[src/rtl/sar_scan_pkg.sv]
package sar_scan_pkg;
  typedef enum logic [1:0] {
    PH_START  = 2'd0,
    PH_SETTLE = 2'd1,
    PH_TRIAL  = 2'd2,
    PH_TAIL   = 2'd3
  } scan_phase_t;
endpackage

[src/rtl/sar_scan_timer.sv]
module sar_scan_timer
  import sar_scan_pkg::*;
#(
  parameter int CODE_W    = 8,
  parameter int SETTLE    = 8,
  parameter int TRIAL     = 8,
  parameter int TAIL      = 8,
  parameter int START_CYC = 80,
  localparam int FRAME    = SETTLE + CODE_W * TRIAL + TAIL,
  localparam int CW       = $clog2(FRAME),
  localparam int IW       = $clog2(CODE_W),
  localparam int SW       = $clog2(START_CYC + 1)
) (
  input  logic          clk,
  input  logic          rst_n,
  output logic [CW-1:0] cnt,
  output scan_phase_t   phase,
  output logic          trial_load,
  output logic          bit_done,
  output logic [IW-1:0] bit_idx,
  output logic          frame_end
);
  localparam int TRIAL_END = SETTLE + CODE_W * TRIAL;

  logic [CW-1:0] cnt_q, cnt_d;
  logic [SW-1:0] st_q, st_d;
  logic          run_q, run_d;
  int            off;

  always_comb begin
    cnt_d = cnt_q;
    st_d  = st_q;
    run_d = run_q;
    if (!run_q) begin
      if (st_q == SW'(START_CYC - 1)) run_d = 1'b1;
      else                            st_d  = st_q + SW'(1);
    end else if (cnt_q == CW'(FRAME - 1)) begin
      cnt_d = '0;
    end else begin
      cnt_d = cnt_q + CW'(1);
    end
  end

  always_ff @(posedge clk or negedge rst_n) begin
    if (!rst_n) begin
      cnt_q <= '0;
      st_q  <= '0;
      run_q <= 1'b0;
    end else begin
      cnt_q <= cnt_d;
      st_q  <= st_d;
      run_q <= run_d;
    end
  end

  always_comb begin
    off        = int'(cnt_q) - SETTLE;
    trial_load = run_q && (cnt_q == CW'(SETTLE - 1));
    frame_end  = run_q && (cnt_q == CW'(FRAME - 1));
    bit_done   = 1'b0;
    bit_idx    = '0;
    if (off >= 0 && off < CODE_W * TRIAL) begin
      bit_idx  = IW'(CODE_W - 1 - off / TRIAL);
      bit_done = run_q && ((off % TRIAL) == TRIAL - 1);
    end
    if (!run_q)                         phase = PH_START;
    else if (int'(cnt_q) < SETTLE)      phase = PH_SETTLE;
    else if (int'(cnt_q) < TRIAL_END)   phase = PH_TRIAL;
    else                                phase = PH_TAIL;
  end

  assign cnt = cnt_q;

  assert_frame_bound_R7: assert property (@(posedge clk) disable iff (!rst_n)
    int'(cnt_q) < FRAME);
  assert_run_sticky_R8: assert property (@(posedge clk) disable iff (!rst_n)
    run_q |=> run_q);
  assert_idle_count_R8: assert property (@(posedge clk) disable iff (!rst_n)
    !run_q |-> cnt_q == '0);
endmodule

[src/rtl/sar_scan_reg.sv]
module sar_scan_reg #(
  parameter int CODE_W = 8,
  localparam int IW    = $clog2(CODE_W)
) (
  input  logic              clk,
  input  logic              rst_n,
  input  logic              trial_load,
  input  logic              bit_done,
  input  logic [IW-1:0]     bit_idx,
  input  logic              cmp_gt,
  input  logic              frame_end,
  output logic [CODE_W-1:0] code
);
  logic [CODE_W-1:0] code_q, code_d;
  logic              code_en;

  always_comb begin
    code_d  = code_q;
    code_en = frame_end | trial_load | bit_done;
    if (frame_end) begin
      code_d = '0;
    end else if (trial_load) begin
      code_d = '0;
      code_d[CODE_W-1] = 1'b1;
    end else if (bit_done) begin
      if (cmp_gt) code_d[bit_idx] = 1'b0;
      if (bit_idx != '0) code_d[bit_idx - IW'(1)] = 1'b1;
    end
  end

  always_ff @(posedge clk or negedge rst_n) begin
    if (!rst_n)       code_q <= '0;
    else if (code_en) code_q <= code_d;
  end

  assign code = code_q;

  assert_keep_bit_R2: assert property (@(posedge clk) disable iff (!rst_n)
    (bit_done && !cmp_gt) |=> code_q[$past(bit_idx)]);
  assert_drop_bit_R2: assert property (@(posedge clk) disable iff (!rst_n)
    (bit_done && cmp_gt) |=> !code_q[$past(bit_idx)]);
  assert_msb_first_R2: assert property (@(posedge clk) disable iff (!rst_n)
    trial_load |=> $countones(code_q) == 1 && code_q[CODE_W-1]);
endmodule

[src/rtl/sar_scan_out.sv]
module sar_scan_out #(
  parameter int NCH       = 8,
  parameter int CODE_W    = 8,
  parameter int CW        = 7,
  parameter int STAT_LEN  = 8,
  parameter int LONG_LEN  = 72,
  parameter int WR_STROBE = 73,
  localparam int AW       = $clog2(NCH)
) (
  input  logic              clk,
  input  logic              rst_n,
  input  logic              run,
  input  logic [CW-1:0]     cnt,
  input  logic              frame_end,
  input  logic [CODE_W-1:0] code,
  output logic [AW-1:0]     chan,
  output logic              stat_n,
  output logic              we,
  output logic [AW-1:0]     waddr,
  output logic [CODE_W-1:0] wdata
);
  logic [AW-1:0]     chan_q, chan_d;
  logic              stat_q, stat_d;
  logic              we_q, we_d;
  logic [AW-1:0]     waddr_q;
  logic [CODE_W-1:0] wdata_q;

  always_comb begin
    chan_d = (chan_q == '0) ? AW'(NCH - 1) : chan_q - AW'(1);
    stat_d = stat_q;
    if (frame_end)
      stat_d = 1'b0;
    else if (chan_q != '0 && cnt == CW'(STAT_LEN - 1))
      stat_d = 1'b1;
    else if (cnt == CW'(LONG_LEN - 1))
      stat_d = 1'b1;
    we_d = run && (cnt == CW'(WR_STROBE));
  end

  always_ff @(posedge clk or negedge rst_n) begin
    if (!rst_n) begin
      chan_q  <= AW'(NCH - 1);
      stat_q  <= 1'b1;
      we_q    <= 1'b0;
      waddr_q <= '0;
      wdata_q <= '0;
    end else begin
      if (frame_end) chan_q <= chan_d;
      stat_q <= stat_d;
      we_q   <= we_d;
      if (we_d) begin
        waddr_q <= chan_q;
        wdata_q <= code;
      end
    end
  end

  assign chan   = chan_q;
  assign stat_n = stat_q;
  assign we     = we_q;
  assign waddr  = waddr_q;
  assign wdata  = wdata_q;

  assert_we_single_R3: assert property (@(posedge clk) disable iff (!rst_n)
    we_q |=> !we_q);
  assert_stat_with_step_R6: assert property (@(posedge clk) disable iff (!rst_n)
    $fell(stat_q) |-> chan_q != $past(chan_q));
  assert_short_stat_R4: assert property (@(posedge clk) disable iff (!rst_n)
    (run && chan_q != '0 && cnt == CW'(STAT_LEN)) |-> stat_q);
  assert_long_stat_R5: assert property (@(posedge clk) disable iff (!rst_n)
    (chan_q == '0 && cnt == CW'(STAT_LEN)) |-> !stat_q);
endmodule

[src/rtl/sar_scan_seq.sv]
module sar_scan_seq
  import sar_scan_pkg::*;
#(
  parameter int NCH       = 8,
  parameter int CODE_W    = 8,
  parameter int SETTLE    = 8,
  parameter int TRIAL     = 8,
  parameter int TAIL      = 8,
  parameter int STAT_LEN  = 8,
  parameter int WR_LEAD   = 6,
  parameter int START_CYC = 80,
  localparam int AW       = $clog2(NCH),
  localparam int FRAME    = SETTLE + CODE_W * TRIAL + TAIL,
  localparam int LONG_LEN = SETTLE + CODE_W * TRIAL,
  localparam int CW       = $clog2(FRAME),
  localparam int IW       = $clog2(CODE_W)
) (
  input  logic              clk,
  input  logic              rst_n,
  input  logic              cmp_gt,
  output logic [AW-1:0]     mux_sel,
  output logic [CODE_W-1:0] dac_code,
  output logic              res_we,
  output logic [AW-1:0]     res_addr,
  output logic [CODE_W-1:0] res_data,
  output logic              stat_n
);
  logic [CW-1:0] cnt;
  scan_phase_t   phase;
  logic          trial_load, bit_done, frame_end, run;
  logic [IW-1:0] bit_idx;

  sar_scan_timer #(
    .CODE_W(CODE_W), .SETTLE(SETTLE), .TRIAL(TRIAL),
    .TAIL(TAIL), .START_CYC(START_CYC)
  ) u_timer (
    .clk(clk), .rst_n(rst_n), .cnt(cnt), .phase(phase),
    .trial_load(trial_load), .bit_done(bit_done),
    .bit_idx(bit_idx), .frame_end(frame_end)
  );

  assign run = (phase != PH_START);

  sar_scan_reg #(.CODE_W(CODE_W)) u_reg (
    .clk(clk), .rst_n(rst_n), .trial_load(trial_load),
    .bit_done(bit_done), .bit_idx(bit_idx), .cmp_gt(cmp_gt),
    .frame_end(frame_end), .code(dac_code)
  );

  sar_scan_out #(
    .NCH(NCH), .CODE_W(CODE_W), .CW(CW), .STAT_LEN(STAT_LEN),
    .LONG_LEN(LONG_LEN), .WR_STROBE(FRAME - WR_LEAD - 1)
  ) u_out (
    .clk(clk), .rst_n(rst_n), .run(run), .cnt(cnt),
    .frame_end(frame_end), .code(dac_code), .chan(mux_sel),
    .stat_n(stat_n), .we(res_we), .waddr(res_addr), .wdata(res_data)
  );

  assert_write_in_tail_R3: assert property (@(posedge clk) disable iff (!rst_n)
    res_we |-> $past(phase) == PH_TAIL);
endmodule

[config.mk]
export PLATFORM = sky130hd
export DESIGN_NAME = sar_scan_seq
export DESIGN_NICKNAME = d
export VERILOG_FILES = /design/src/rtl/sar_scan_pkg.sv /design/src/rtl/sar_scan_timer.sv /design/src/rtl/sar_scan_reg.sv /design/src/rtl/sar_scan_out.sv /design/src/rtl/sar_scan_seq.sv
export SDC_FILE = /design/constraint.sdc
export NUM_CORES = 1
export LEC_CHECK = 0
export BUFFER_PORTS_ARGS = -buffer_cell sky130_fd_sc_hd__buf_2
export CAP_MARGIN = 20
export CORE_MARGIN = 5
export CORE_UTILIZATION = 52
export DETAILED_ROUTE_END_ITERATION = 16
export MAX_ROUTING_LAYER = met4
export PLACE_DENSITY = 0.85
export SLEW_MARGIN = 0
export SYNTH_ARGS = -nofsm -noshare
export SYNTH_HDL_FRONTEND = slang
export SYNTH_HIERARCHICAL = 1
export SYNTH_SLANG_ARGS = --single-unit
[constraint.sdc]
create_clock -name clk -period 2.5 [get_ports clk]
set_input_delay 0 -clock clk [delete_from_list [all_inputs] [get_ports clk]]
set_output_delay 0 -clock clk [all_outputs]
set_load 0.01 [all_outputs]
==> out/metrics.yaml <==
detailed_routing:
  ant_nets: 0
  vias_per_cell: 5.46
  via_count: 1610
  remaining_drc_errors: 0
  drt_iter0_drc: 142
  routed_wl_mm: 4.69
  routedWlPerCell_um: 15.9
  first_pass_iters: 4
yosys:
  async_flop_share: 1.00
  synth_top_family_by_area: "simple AND/OR/NAND/NOR gates"
  yosys_warnings: 6
  yosysTopAreaCell: "dfrtp_1"
  synth_enable_flop_cells: 0
  syn_inst: 200
  synth-compound-area-share: 0.101
  yosys.area_share.adder: 0.0633
  ys_seq_area_frac: 0.451
  yosysUniqueCellTypes: 54
  synth_top_area_share: 0.403
  synth_flop_cell: "dfrtp_1"
  syn_nets: 214
  yosys.area_share.xor_xnor: 0.0362
  synthSimpleGateAreaFrac: 0.203
  synthTopCellsByCount: "35 x dfrtp_1, 18 x inv_1, 14 x nand2_1"
  synth_most_common_cell: "dfrtp_1"
  avgSynthCellArea_um2: 10.9
  synthMuxAreaShare: 0.0921
  synth-seq-cells: 39
  yosys-top-cells-area: "dfrtp_1 40%, ha_1 6.3%, mux2_4 6.2%"
  synth_area_um2: 2170
critical_path:
  critPathKind: "reg2reg"
  critical-path-top-delay-family: "simple AND/OR/NAND/NOR gates"
  crit_top_cell: "ha_4"
  critPathBufInv: 2
  crit_start: "u_timer/cnt[0]"
  r2r_start: "u_timer/cnt[0]"
  slowest_delay_ps: 370
  crit_fanout: 3
  cp.depth: 13
  worstRegToRegCells: 13
  cp.required_ps: 2680
  startpoint_type: "flip-flop"
  rrSetupSlack_ps: -70
  end_kind: "flip-flop"
  critPathCapture: "u_reg/code[5]"
  slowest_stage: "dfrtp_1"
  crit_arrival_ps: 2750
  crit_chain: "inv_2 -> ha_4 -> and2b_2 -> nor3_4 -> ha_2 -> ha_4 -> xnor2_2 -> xnor2_1 -> a21oi_2 -> buf_4 -> nor2b_4 -> and4bb_2 -> a32o_1"
  r2r_end: "u_reg/code[5]"
flow_run:
  maxCapViolCount: 0
floorplan:
  io_pins: 27
  die_width_um: 74.7
  coreArea_um2: 4030
  initial_core_util: 0.540
  floorplan.rows: 23
  die-area_um2: 5570
  die_h_um: 74.7
cts:
  cts.path.max_buffers: 2
  insertion_delay_ps: 290
  numCtsBuffers: 5
  clk_pin_slew_ps: 80
  tritoncts: "built"
  ctsRootBufferMaster: "clkbuf_8"
  htree_levels: 2
  numClockSinks: 39
place:
  gp_congestion: 0.900
  place_area_um2: 2430
  pre_cts_ws_ps: -97.4
  io_buffer_count: 26
  dp_cells: 285
  dp_hpwl_mm: 3.22
sta:
  final-hold-violation-count: 0
  fin_worst_skew_ps: 8.76
  worst_slack_ps: -68.2
  setup_viol: 7
  slew_headroom: 0.445
  whs_ps: 275
  finalCriticalPeriod_ps: 2570
  rsz0062_at_grt: "yes"
  worst_slew_pin_slew_ps: 833
  min_period_over_period: 1.03
  slew_violations: 0
  fmax_mhz: 389
final_layout:
  ff_latch_area_um2: 981
  n_antenna_cell: 0
  multiInputGateArea_um2: 1180
  drive_above_1_share: 0.384
  area_delta_synth_final_pct: 23.6
  nFillCells: 282
  final_cells: 295
  design_area_um2: 2690
  final_nets: 258
  finish.utilization: 0.667
grt:
  grt-ovfl-total: 0
  grt_use_total: 0.184
  grt_pass1_wl_mm: 7.56
  grt_max_degree: 40
  antenna_found_initial: 0
  grt_pass1_vias: 1608
power:
  ir_worst_vdd_v: 0.000375
  powerDensity_nw_per_um2: 471
  leakagePower_nw: 1.26
min_path:
  hp-class: "in2reg"
run_status:
  status: "finished, violations left"
  violations: "negative setup slack"
==> layer usage <==
layer,part of all wire,up-vias,GRT usage
met3,0.049,11,0.0401
met1,0.41,779,0.211
met2,0.52,40,0.317
met5,0,-,-
met4,0.015,0,0.0632
li1,-,780,-
==> state kept, by name, indices dropped and copies added, names as in the netlist <==
| register | flops |
|---|---|
| u_out/wdata | 8 |
| u_timer/run_q | 1 |
| u_out/stat_n | 1 |
| u_reg/code | 8 |
| u_out/we | 1 |
| u_out/waddr | 3 |
| u_timer/st_q | 7 |
| u_timer/cnt | 7 |
| u_out/chan | 3 |
==> through the flow <==
step / power (mW) / setup TNS (ps)
2_1_floorplan: 0.643 / 0
3_3_place_gp: 0.657 / 0
3_5_place_dp: 0.657 / -334
4_1_cts: 1.28 / 0
5_1_grt: 1.31 / -1230
6_report: 1.27 / -383
==> layout by cell type (no fill, tap or decap), types with 5 or more instances in the layout <==
cell	count
xnor2_1	5
a32o_1	7
and2_1	6
nor2_1	12
a21oi_1	7
dfrtp_1	35
ha_1	5
mux2_4	9
inv_1	14
clkbuf_8	5
buf_4	14
nor2b_1	5
buf_2	26
nand2_1	14
==> worst min path at each step <==
| stage | from | cells past startpoint | slack (ps) | to |
|---|---|---|---|---|
| detailed placement | rst_n | 1 | 160 | u_out/waddr[1] |
| finish | cmp_gt | 4 | 280 | u_reg/code[2] |
| floorplan | rst_n | 0 | -300 | u_out/waddr[0] |
| global placement | rst_n | 1 | 150 | u_out/waddr[0] |
| global route | cmp_gt | 4 | 290 | u_reg/code[2] |
| CTS | cmp_gt | 4 | 260 | u_reg/code[2] |
==> cell families (layout without fill, tap and decap cells) <==
logic type               count (synthesis)  after routing
XOR/XNOR                                 9              9
buffers and inverters                   24             69
AO/OA/AOI/OAI                           30             30
flip-flops                              39             39
adder cells (fa/ha/maj)                 11             11
AND/OR/NAND/NOR                         72             72
multiplexers                            15             15
==> worst min-delay path: stages <==
cell     delay, ps
buf_2          100
and3_1         200
nand2_1         70
a32o_1         160
==> layout make-up <==
cell class              instances  area share
flip-flops and latches         39       0.365
repair buffers                 43      0.0996
well taps                      50      0.0233
multi-input cells             137       0.438
clock buffers                   6      0.0270
inverters                      18      0.0251
clock inverters                 2      0.0223
==> power breakdown <==
group / internal, mW / switching [mW] / total [mW]
Clock: 0.399 / 0.223 / 0.622
Sequential: 0.631 / 0 / 0.631
Combinational: 0.00211 / 0.0118 / 0.0139
==> what timing repair did <==
action,in CTS,in global routing
setup buffers,0,1
endpoints found under the hold margin,35,0
setup endpoints to repair,8,11
pin swaps,5,11
hold buffers,1,0
gates resized for setup,12,13
Power figures use the tool's default switching activity.
